File: config.mk
export PLATFORM = sky130hd
export DESIGN_NAME = ext_irq_selector
export DESIGN_NICKNAME = d
export VERILOG_FILES = /design/src/rtl/irq_sel_pkg.sv /design/src/rtl/pin_edge_sync.sv /design/src/rtl/irq_cfg_regs.sv /design/src/rtl/req_flag_bank.sv /design/src/rtl/ext_irq_selector.sv
export SDC_FILE = /design/constraint.sdc
export NUM_CORES = 1
export LEC_CHECK = 0
export ABC_AREA = 1
export BUFFER_PORTS_ARGS = -buffer_cell sky130_fd_sc_hd__buf_2
export CORE_ASPECT_RATIO = 1.75
export CORE_UTILIZATION = 53
export CTS_CLUSTER_SIZE = 16
export DETAILED_ROUTE_END_ITERATION = 6
export GPL_TIMING_DRIVEN = 0
export HOLD_SLACK_MARGIN = 0.12
export PLACE_DENSITY = 0.85
export SYNTH_ARGS = -nofsm -noshare
export SYNTH_HDL_FRONTEND = slang
export SYNTH_SLANG_ARGS = --single-unit
File: constraint.sdc
create_clock -name clk -period 1.45 [get_ports clk]
set_clock_uncertainty 0.05 [all_clocks]
set_input_delay 0.145 -clock clk [delete_from_list [all_inputs] [get_ports clk]]
set_output_delay 0.145 -clock clk [all_outputs]
set_load 0.02 [all_outputs]
File: src/rtl/irq_sel_pkg.sv
// Package: shared sizes, register addresses and slot numbering for the
// external interrupt selector. Assumes exactly six pins and eight slots.
package irq_sel_pkg;
    localparam int PIN_CNT   = 6;   // external interrupt pins
    localparam int SLOT_CNT  = 8;   // request slots
    localparam int DIRECT_CNT = 4;  // pins with a slot of their own
    localparam int SHARE_CNT = 2;   // shared pin/serial slots (and timer/collision slots)
    localparam int ADDR_W    = 4;
    localparam int DATA_W    = 8;

    localparam int ADR_MODE   = 0;  // both-edge bits [5:0], pin select [7:6]
    localparam int ADR_ALTSEL = 1;  // timer/collision select [7:6]
    localparam int ADR_SLOT0  = 2;  // slot k at ADR_SLOT0 + k

    localparam int SL_SHARE0 = DIRECT_CNT;             // first pin/serial slot
    localparam int SL_ALT0   = DIRECT_CNT + SHARE_CNT; // first timer/collision slot

    localparam int SEL_LSB = DATA_W - SHARE_CNT;       // select field position
endpackage

File: src/rtl/pin_edge_sync.sv
// Module: pin_edge_sync
// Brings each asynchronous pin into the clock domain with two flops, keeps
// one more flop of history and reports single-cycle rise and fall strobes.
// Assumes the pins may change at any time relative to clk.
module pin_edge_sync #(
    parameter int N_PIN = 6,
    parameter int SYNC_STAGES = 2
) (
    input  logic             clk,
    input  logic             rst_n,
    input  logic [N_PIN-1:0] pin_in,
    output logic [N_PIN-1:0] rise,
    output logic [N_PIN-1:0] fall
);
    localparam int HIST = SYNC_STAGES + 1;

    for (genvar gi = 0; gi < N_PIN; gi++) begin : g_pin
        logic [HIST-1:0] shr;

        // Shift the pin through the synchronizer and history stage.
        always_ff @(posedge clk) begin
            if (!rst_n) shr <= '0;
            else        shr <= {shr[HIST-2:0], pin_in[gi]};
        end

        assign rise[gi] = shr[HIST-2] & ~shr[HIST-1];
        assign fall[gi] = ~shr[HIST-2] & shr[HIST-1];
    end
endmodule

File: src/rtl/irq_cfg_regs.sv
// Module: irq_cfg_regs
// Holds the both-edge mode bits, the source-select bits and the per-slot
// polarity bits. Produces the write-side flag clears, the spurious set on
// a source switch and the configuration error. Assumes a single write port.
module irq_cfg_regs
    import irq_sel_pkg::*;
#(
    parameter int N_PIN  = PIN_CNT,
    parameter int N_SLOT = SLOT_CNT,
    parameter int N_SH   = SHARE_CNT,
    parameter int AW     = ADDR_W,
    parameter int DW     = DATA_W
) (
    input  logic              clk,
    input  logic              rst_n,
    input  logic              wr_en,
    input  logic [AW-1:0]     wr_addr,
    input  logic [DW-1:0]     wr_data,
    output logic [N_PIN-1:0]  both_mode,
    output logic [N_SH-1:0]   pin_sel,
    output logic [N_SH-1:0]   alt_sel,
    output logic [N_SLOT-1:0] pol,
    output logic [N_SLOT-1:0] wr_clr,
    output logic [N_SLOT-1:0] sel_flip,
    output logic              cfg_err
);
    localparam int SL_LSB = DW - N_SH;

    logic mode_we, alt_we;
    logic [N_SH-1:0] pin_sel_new, alt_sel_new;

    assign mode_we     = wr_en && (wr_addr == AW'(ADR_MODE));
    assign alt_we      = wr_en && (wr_addr == AW'(ADR_ALTSEL));
    assign pin_sel_new = wr_data[SL_LSB +: N_SH];
    assign alt_sel_new = wr_data[SL_LSB +: N_SH];

    // Mode register: both-edge bits and pin/serial select bits.
    always_ff @(posedge clk) begin
        if (!rst_n) begin
            both_mode <= '0;
            pin_sel   <= '0;
        end else if (mode_we) begin
            both_mode <= wr_data[N_PIN-1:0];
            pin_sel   <= pin_sel_new;
        end
    end

    // Alternate-select register: only the upper select bits are stored.
    always_ff @(posedge clk) begin
        if (!rst_n)      alt_sel <= '0;
        else if (alt_we) alt_sel <= alt_sel_new;
    end

    // Per-slot polarity bit and write-side clear strobe.
    for (genvar gk = 0; gk < N_SLOT; gk++) begin : g_slot
        logic slot_we;
        assign slot_we    = wr_en && (wr_addr == AW'(ADR_SLOT0 + gk));
        assign wr_clr[gk] = slot_we && !wr_data[0];

        // Capture the polarity bit on a write to this slot.
        always_ff @(posedge clk) begin
            if (!rst_n)       pol[gk] <= 1'b0;
            else if (slot_we) pol[gk] <= wr_data[1];
        end
    end

    // A changed select bit raises a spurious request on its slot.
    always_comb begin
        sel_flip = '0;
        for (int j = 0; j < N_SH; j++) begin
            sel_flip[SL_SHARE0 + j] = mode_we && (pin_sel_new[j] != pin_sel[j]);
            sel_flip[SL_ALT0 + j]   = alt_we  && (alt_sel_new[j] != alt_sel[j]);
        end
    end

    // Flag polarity settings that the chosen edge mode or source forbids.
    always_comb begin
        cfg_err = |(both_mode & pol[N_PIN-1:0]);
        for (int j = 0; j < N_SH; j++)
            cfg_err = cfg_err | (!pin_sel[j] && pol[SL_SHARE0 + j]);
    end

    // The mode register takes the written both-edge bits.
    assert_mode_write_R3: assert property (@(posedge clk) disable iff (!rst_n)
        mode_we |=> (both_mode == $past(wr_data[N_PIN-1:0])));

    // The error output only moves after a register write.
    assert_err_stable_R4: assert property (@(posedge clk) disable iff (!rst_n)
        (!$past(wr_en)) |-> $stable(cfg_err));
endmodule

File: src/rtl/req_flag_bank.sv
// Module: req_flag_bank
// One sticky request flag per slot. Set has priority over clear.
// Assumes set and clear strobes are single-cycle and synchronous.
module req_flag_bank #(
    parameter int N_SLOT = 8
) (
    input  logic              clk,
    input  logic              rst_n,
    input  logic [N_SLOT-1:0] set_ev,
    input  logic [N_SLOT-1:0] clr_ev,
    output logic [N_SLOT-1:0] flag
);
    for (genvar gk = 0; gk < N_SLOT; gk++) begin : g_flag
        // Update the flag with set winning over clear.
        always_ff @(posedge clk) begin
            if (!rst_n)            flag[gk] <= 1'b0;
            else if (set_ev[gk])   flag[gk] <= 1'b1;
            else if (clr_ev[gk])   flag[gk] <= 1'b0;
        end

        assert_set_wins_R9: assert property (@(posedge clk) disable iff (!rst_n)
            set_ev[gk] |=> flag[gk]);

        assert_clear_R8: assert property (@(posedge clk) disable iff (!rst_n)
            (clr_ev[gk] && !set_ev[gk]) |=> !flag[gk]);

        assert_hold_R8: assert property (@(posedge clk) disable iff (!rst_n)
            (!clr_ev[gk] && !set_ev[gk]) |=> (flag[gk] == $past(flag[gk])));
    end
endmodule

File: src/rtl/ext_irq_selector.sv
// Module: ext_irq_selector (top)
// Edge detection on six external pins, source selection for the shared
// slots, request flags and the register read path. Assumes pulse inputs
// and acknowledges are synchronous single-cycle strobes.
module ext_irq_selector
    import irq_sel_pkg::*;
#(
    parameter int N_PIN  = PIN_CNT,
    parameter int N_SLOT = SLOT_CNT,
    parameter int N_SH   = SHARE_CNT,
    parameter int AW     = ADDR_W,
    parameter int DW     = DATA_W
) (
    input  logic              clk,
    input  logic              rst_n,
    input  logic [N_PIN-1:0]  pin_in,
    input  logic [N_SH-1:0]   ser_pulse,
    input  logic [N_SH-1:0]   tmr_pulse,
    input  logic [N_SH-1:0]   bcol_pulse,
    input  logic              wr_en,
    input  logic [AW-1:0]     wr_addr,
    input  logic [DW-1:0]     wr_data,
    input  logic [AW-1:0]     rd_addr,
    output logic [DW-1:0]     rd_data,
    input  logic [N_SLOT-1:0] ack,
    output logic [N_SLOT-1:0] req,
    output logic              cfg_err
);
    localparam int SW = $clog2(N_SLOT);

    logic [N_PIN-1:0]  rise, fall, pin_ev, both_mode;
    logic [N_SH-1:0]   pin_sel, alt_sel;
    logic [N_SLOT-1:0] pol, wr_clr, sel_flip, slot_ev;
    logic [SW-1:0]     rd_slot;

    pin_edge_sync #(.N_PIN(N_PIN), .SYNC_STAGES(2)) u_sync (
        .clk(clk), .rst_n(rst_n), .pin_in(pin_in), .rise(rise), .fall(fall)
    );

    irq_cfg_regs #(.N_PIN(N_PIN), .N_SLOT(N_SLOT), .N_SH(N_SH), .AW(AW), .DW(DW)) u_regs (
        .clk(clk), .rst_n(rst_n), .wr_en(wr_en), .wr_addr(wr_addr), .wr_data(wr_data),
        .both_mode(both_mode), .pin_sel(pin_sel), .alt_sel(alt_sel), .pol(pol),
        .wr_clr(wr_clr), .sel_flip(sel_flip), .cfg_err(cfg_err)
    );

    // Pick the active edge of each pin from its mode and polarity.
    for (genvar gi = 0; gi < N_PIN; gi++) begin : g_pev
        assign pin_ev[gi] = both_mode[gi] ? (rise[gi] | fall[gi])
                                          : (pol[gi] ? rise[gi] : fall[gi]);
    end

    // Dedicated slots follow their own pin.
    for (genvar gd = 0; gd < DIRECT_CNT; gd++) begin : g_direct
        assign slot_ev[gd] = pin_ev[gd];
    end

    // Shared slots: pin or serial, and timer or bus collision.
    for (genvar gs = 0; gs < N_SH; gs++) begin : g_share
        assign slot_ev[SL_SHARE0 + gs] = pin_sel[gs] ? pin_ev[DIRECT_CNT + gs] : ser_pulse[gs];
        assign slot_ev[SL_ALT0 + gs]   = alt_sel[gs] ? bcol_pulse[gs] : tmr_pulse[gs];
    end

    req_flag_bank #(.N_SLOT(N_SLOT)) u_flags (
        .clk(clk), .rst_n(rst_n),
        .set_ev(slot_ev | sel_flip), .clr_ev(wr_clr | ack), .flag(req)
    );

    assign rd_slot = SW'(rd_addr - AW'(ADR_SLOT0));

    // Register read mux; unmapped addresses and unused bits read 0.
    always_comb begin
        rd_data = '0;
        if (rd_addr == AW'(ADR_MODE))
            rd_data = DW'({pin_sel, both_mode});
        else if (rd_addr == AW'(ADR_ALTSEL))
            rd_data = DW'(alt_sel) << (DW - N_SH);
        else if (rd_addr >= AW'(ADR_SLOT0) && rd_addr < AW'(ADR_SLOT0 + N_SLOT))
            rd_data = DW'({pol[rd_slot], req[rd_slot]});
    end

    // A selected serial pulse always raises its slot on the next edge.
    assert_serial_src_R5: assert property (@(posedge clk) disable iff (!rst_n)
        (!pin_sel[0] && ser_pulse[0]) |=> req[SL_SHARE0]);

    // A selected timer pulse always raises its slot on the next edge.
    assert_timer_src_R6: assert property (@(posedge clk) disable iff (!rst_n)
        (!alt_sel[0] && tmr_pulse[0]) |=> req[SL_ALT0]);
endmodule

==> results of run 1 <==
-- cell type report --
type | count | share of cell area [%]
multi-input combinational | 222 | 38.5
sequential | 44 | 29.2
timing repair buffer | 77 | 16.5
inverter | 70 | 8.52
clock buffer | 6 | 2.68
tap | 49 | 1.99
buffer | 7 | 1.38
clock inverter | 2 | 1.26
-- worst max-delay path, stage by stage, from the launching register on --
cell     delay, ns
dfxtp_2       0.34
inv_1         0.08
nand2_1       0.07
nand3_1       0.11
nand2_1       0.08
nand3_2       0.08
nand2_2       0.06
buf_6         0.13
-- worst max path at each step --
stage	from	to	slack [ns]	depth (start not counted)
floorplan	rd_addr[1]	rd_data[6]	0.16	4
global placement	rd_addr[2]	rd_data[0]	0.01	7
detailed placement	rd_addr[2]	rd_data[0]	-0.002	7
CTS	u_regs.pol[1]	cfg_err	0.001	5
global route	u_regs.pol[1]	cfg_err	-0.07	5
finish	u_flags.flag[2]	rd_data[0]	0.007	7
-- logic make-up after synthesis --
family | after synthesis | share of synthesized area [%]
xor+xnor | 3 | 1.13
compound gates | 56 | 12.5
simple gates | 150 | 28.4
mux | 1 | 0.432
buf+inv | 77 | 13.1
fa+ha+maj | 12 | 6.47
flops | 44 | 38.0
-- synthesized netlist by cell type, types with 2 or more instances --
library cell | n | area (um2)
a21oi_1 | 29 | 145
buf_4 | 2 | 15.0
clkbuf_1 | 4 | 15.0
dfxtp_1 | 44 | 881
ha_1 | 12 | 150
inv_1 | 68 | 255
inv_2 | 2 | 7.51
nand2_1 | 83 | 312
nand3_1 | 20 | 100
nand4_1 | 5 | 31.3
nor2_1 | 32 | 120
nor2_2 | 3 | 18.8
nor2_4 | 4 | 45.0
o21ai_0 | 19 | 95.1
o21ai_1 | 5 | 25.0
xor2_1 | 2 | 17.5
-- where the power goes --
part | internal, mW | total (mW) | switching, mW
Clock | 0.564 | 1.01 | 0.448
Sequential | 1.25 | 1.28 | 0.0275
Combinational | 0.179 | 0.419 | 0.240
Total | 1.99 | 2.71 | 0.715
-- stage by stage --
stage | worst slack (ns) | util [%] | instances | power [mW]
after global placement | 0.0131 | 63.9 | 446 | 1.63
after detailed placement | -0.00170 | 63.9 | 446 | 1.64
final | 0.00653 | 74.3 | 477 | 2.71
after floorplan | 0.165 | - | 343 | 1.50
after global routing | -0.0694 | 74.3 | 477 | 2.80
after CTS | 0.00108 | 72.3 | 475 | 2.68
-- state kept, by name, summed over array words and instances (netlist names) --
name              count
u_flags.flag          8
u_sync.g_pin.shr     18
u_regs.alt_sel        2
u_regs.pol            8
u_regs.both_mode      6
u_regs.pin_sel        2
-- per-layer routing --
layer / vias to the layer above / wire [um] / share of wire, % / GRT usage, %
met4: 0 / 178 / 2.8 / 14.0
met3: 12 / 344 / 5.5 / 4.25
met1: 1100 / 2400 / 38 / 29.0
met5: - / 0 / 0 / 0
met2: 100 / 3330 / 53 / 52.2
li1: 1227 / - / - / -
-- repair_timing --
| item | CTS | global route |
|---|---|---|
| resized for setup | 11 | 27 |
| hold buffers | 21 | 0 |
| pin swaps | 0 | 5 |
| setup buffers | 0 | 2 |
| hold endpoints to repair | 20 | 0 |
| endpoints found under the setup margin | 3 | 7 |
==> results.md, run 1 <==
* Max_cap viols at 0
* Slew HR at 60.2%
* ANT nets after route at 0
* CTS tree: built
* GP Congestion at 0.939
* Initial core utilization at 55.9%
* Worst reg2reg path startpoint: u_sync.g_pin[1].shr[1]
* Startpoint types: flip-flop
* Routed WL per cell at 13.1 um
* Clock Sinks at 44
* Largest net degree at the start of global routing at 15
* CP endpoint kind: primary output
* CTS Buffer Depth at 2
* EDFF count, synth at 0
* FF+latch area at 900 um2
* Fin Hold WS at 0.123 ns
* DRT Pass-1 Iters at 5
* # DRC at 0
* Cells after synthesis at 343
* Final wirelength at 6250 um
* Filler cells at 325
* First-pass GRT wire length at 9640 um
* Nets at 478
* Worst Hold End: u_flags.flag[7]
* Hold Path Class: in -> reg
* Die Width at 52.0 um
* Htree depth at 2
* Cell Area, Synth at 0.00232 mm2
* Site row count at 31
* Period Utilization, post-route at 99.5%
* Share of cells above drive strength 1 at 25.7%
* Initial DRC count at 88
* Outcome: completed
* Synth Net Count at 394
* Reg2reg setup slack at 0.22 ns
* Async set-reset flop share out of synthesis at 0%
* Syn Area/Cell at 6.76 um2
* Ports at 56
* Area Overhead vs Synth at 33.0%
* Worst-case reg-to-reg path depth at 5
* Crit path DAT at 1.25 ns
* Placement-stage cell area at 0.00265 mm2
* Pleak at 1.53 nW
* Predominant post-synthesis flop cell: dfxtp_1
* Post-synth cell types at 25
* Port bufs at 54
* PD cells at 879 mW/mm2
* Clock slew seen by the registers of the worst setup and hold paths at 0.09 ns
* Cts bufs inserted at 5
* Worst EP required at 1.25 ns
* Detailed Place HPWL at 4330 um
* Total global routing overflow at 0
* VDD IR max at 1120 uV
* Skew-Pair Late Insertion Delay at 0.30 ns
* Hold Fails Final Rpt at 0
* Vias in the first global route at 2278
* RSZ-0062 raised after global routing: yes
* Antenna diodes at 0
* Cell count of the worst hold path at 5
* Vias at 2439
* Seq/Total Area, Yosys at 38.0%
* Final instance area at 0.00308 mm2
* Crit Path Max Fanout at 2
* CTS root buf: clkbuf_8
* # setup viols final at 0
* Die area at 0.00466 mm2
* Footprint of the multi-input gates at 0.00119 mm2
* Core area at 0.00415 mm2
* Reg2Reg Capture Point: u_flags.flag[1]
* Actual slew at the worst max-slew pin at 0.596 ns
* FMAX at 693 MHz
* Final min period at 1.44 ns
* Synth Register Bits at 44
* Total track usage at 27.9%
* Commonest cells after routing, fill and taps aside: 77 x nand2_1, 67 x inv_1, 50 x buf_2
* Average vias per placed instance at 5.11
* Hold_sp: tmr_pulse[1]
* Synth warnings at 0
* Die Height at 89.5 um
* Initial antenna violation count at 0
* Commonest non-fill, non-tap cell in the layout: nand2_1
* Final setup TNS at 0 ns
* Crit path kind: reg -> out
* Slew Limit Fails at 0
(Power assumes the default switching activity.)
==> run 2, diff against run 1 <==
--- a/config.mk
+++ b/config.mk
@@ -6,14 +6,15 @@
 export NUM_CORES = 1
 export LEC_CHECK = 0
 export ABC_AREA = 1
-export BUFFER_PORTS_ARGS = -buffer_cell sky130_fd_sc_hd__buf_2
+export ABC_CLOCK_PERIOD_IN_PS = 1450
 export CORE_ASPECT_RATIO = 1.75
-export CORE_UTILIZATION = 53
+export CORE_UTILIZATION = 29
 export CTS_CLUSTER_SIZE = 16
 export DETAILED_ROUTE_END_ITERATION = 6
+export DONT_BUFFER_PORTS = 1
 export GPL_TIMING_DRIVEN = 0
 export HOLD_SLACK_MARGIN = 0.12
-export PLACE_DENSITY = 0.85
+export PLACE_DENSITY = 0.49
 export SYNTH_ARGS = -nofsm -noshare
 export SYNTH_HDL_FRONTEND = slang
 export SYNTH_SLANG_ARGS = --single-unit
==> results.md, run 2 (synthesized netlist as in run 1, its figures left out) <==
* Commonest non-fill, non-tap cell in the layout: nand2_1
* Htree depth at 2 (unchanged)
* Hold Fails Final Rpt at 0 (unchanged)
* Initial core utilization at 30.2% (-26 points)
* Cts bufs inserted at 5 (unchanged)
* Core area at 0.00767 mm2 (+85%)
* Max FFs per register at 18 (unchanged)
* Final std cells w/o fill at 483 (+1.3%)
* ANT nets after route at 0 (unchanged)
* Final core occ at 40.6% (-34 points)
* Crit Path Max Fanout at 7 (+5)
* Nets at 445 (-6.9%)
* Pleak at 1.36 nW (-11%)
* Biggest regs: u_sync.g_pin.shr (18), u_flags.flag (8), u_regs.pol (8)
* Initial DRC count at 120 (+36%)
* Clock Sinks at 44 (unchanged)
* Vias in the first global route at 2250 (-1.2%)
* Slew Limit Fails at 0 (unchanged)
* Final min period at 1.48 ns (+0.0390 ns)
* Crit path kind: in -> out
* Area Overhead vs Synth at 34.3%
* GP Congestion at 0.825 (-12%)
* CTS Buffer Depth at 2 (unchanged)
* Crit path max-delay cell type: o21ai_1
* Failing checks: setup timing
* Antenna diodes at 0 (unchanged)
* Final instance area at 0.00311 mm2 (+0.97%)
* Max incr delay on CP at 0.46 ns (+0.12 ns)
* Final wirelength at 6710 um (+7.4%)
* Startpoint types: primary input
* CTS root buf: clkbuf_16
* DRT Pass-1 Iters at 4 (-1)
* Total global routing overflow at 0 (unchanged)
* VDD IR max at 483 uV (-57%)
* # DRC at 0 (unchanged)
* Ports at 56 (unchanged)
* Largest Register: u_sync.g_pin.shr
* Average vias per placed instance at 4.67 (-8.6%)
* CP endpoint kind: primary output
* Detailed Place HPWL at 4820 um (+11%)
* Outcome: finished with violations
* Setup repair bufs after CTS at 0 (unchanged)
* Routed WL per cell at 13.9 um (+6.0%)
* Slew HR at 62.9% (+2.6 points)
* Die area at 0.00838 mm2 (+80%)
* FMAX at 675 MHz (-2.6%)
* Min setup slack post-route at -0.0325 ns (-0.0390 ns)
* CTS tree: built
* Die Width at 69.6 um (+34%)
* Hold Path Class: in -> reg
* First-pass GRT wire length at 10700 um (+11%)
* Actual slew at the worst max-slew pin at 0.557 ns (-0.0394 ns)
* PD cells at 943 mW/mm2 (+7.3%)
* RSZ-0062 raised after global routing: yes
* Site row count at 42 (+35%)
* Filler cells at 838 (+160%)
* Max_cap viols at 0 (unchanged)
* Total track usage at 16.7% (-11 points)
* Share of cells above drive strength 1 at 12.4% (-13 points)
* Cell Chain, Critical Path: nor2_1 > nand2_1 > o21ai_1
* Initial antenna violation count at 0 (unchanged)
* Placed insts at 431 (-3.4%)
* Commonest cells after routing, fill and taps aside: 79 x nand2_1, 67 x inv_1, 44 x dlygate4sd3_1
* Largest net degree at the start of global routing at 14 (-1)
* Crit path DAT at 1.29 ns (+0.04 ns)
* Skew-Pair Late Insertion Delay at 0.29 ns (about the same)
* Tot Pwr at 2.94 mW (+8.3%)
* Port bufs at 0 (-100%)
* Die Height at 120 um (+34%)
* Worst EP required at 1.25 ns (about the same)
* Period Utilization, post-route at 102% (+2.7 points)
* Clock slew seen by the registers of the worst setup and hold paths at 0.06 ns (-0.03 ns)
* # setup viols final at 3 (+3)
* Vias at 2257 (-7.5%)
* Placement-stage cell area at 0.00243 mm2 (-8.4%)
run 2: cell count changes in the layout (fill, tap and decap cells not counted), sizes merged:
cell         before  now
buf              59    3
dlygate4sd3      21   44
run 2: report_power, final:
part | internal (mW) | leakage (nW) | total [mW] | switching [mW]
Combinational | 0.154 | 0.910 | 0.341 | 0.188
Clock | 0.811 | 0.0808 | 1.31 | 0.496
Sequential | 1.25 | 0.368 | 1.29 | 0.0425
Total | 2.21 | 1.36 | 2.94 | 0.726
run 2: final cells by class:
class	count	area, um2	share of cell area [%]
sequential	44	918	29.5
timing repair buffer	44	440	14.1
tap	88	110	3.54
clock buffer	6	129	4.14
buffer	7	42.5	1.37
multi-input combinational	222	1180	37.8
clock inverter	2	35.0	1.12
inverter	70	263	8.44
run 2: timing repair:
action / CTS / global route
hold endpoints to repair: 32 / 1
setup endpoints to repair: 4 / 15
resized for setup: 11 / 28
hold buffers: 46 / 1
pin swaps: 0 / 5
run 2: through the flow:
step	worst slack (ns)	hold WS, ns	setup TNS [ns]
2_1_floorplan	0.165	0.193	0
3_3_place_gp	-0.166	0.194	-0.330
3_5_place_dp	-0.171	0.197	-0.342
4_1_cts	-0.0148	0.122	-0.0297
5_1_grt	-0.0784	0.139	-0.337
6_report	-0.0325	0.0513	-0.0659
run 2: final timing paths:
path	cells after the start	startpoint	endpoint	slack [ns]
setup / recovery	3	rd_addr[2]	rd_data[6]	-0.03
hold / removal	4	wr_data[0]	u_flags.flag[5]	0.05
setup reg to reg	5	u_flags.flag[3]	u_flags.flag[3]	0.05
hold reg to reg	2	u_sync.g_pin[1].shr[0]	u_sync.g_pin[1].shr[1]	0.36
run 2: routing by layer:
metal | share of wire [%] | routed length [um] | global-route usage, % | vias up
met4 | 2.5 | 165 | 8.75 | 0
met3 | 6.7 | 449 | 5.83 | 8
met2 | 53 | 3540 | 30.4 | 57
li1 | - | - | - | 1162
met5 | 0 | 0 | 0 | -
met1 | 38 | 2550 | 16.3 | 1030
run 2: critical path: cells and delay by family:
kind	cells	cell delay, ns
AO/OA/AOI/OAI	1	0.46
AND/OR/NAND/NOR	2	0.68
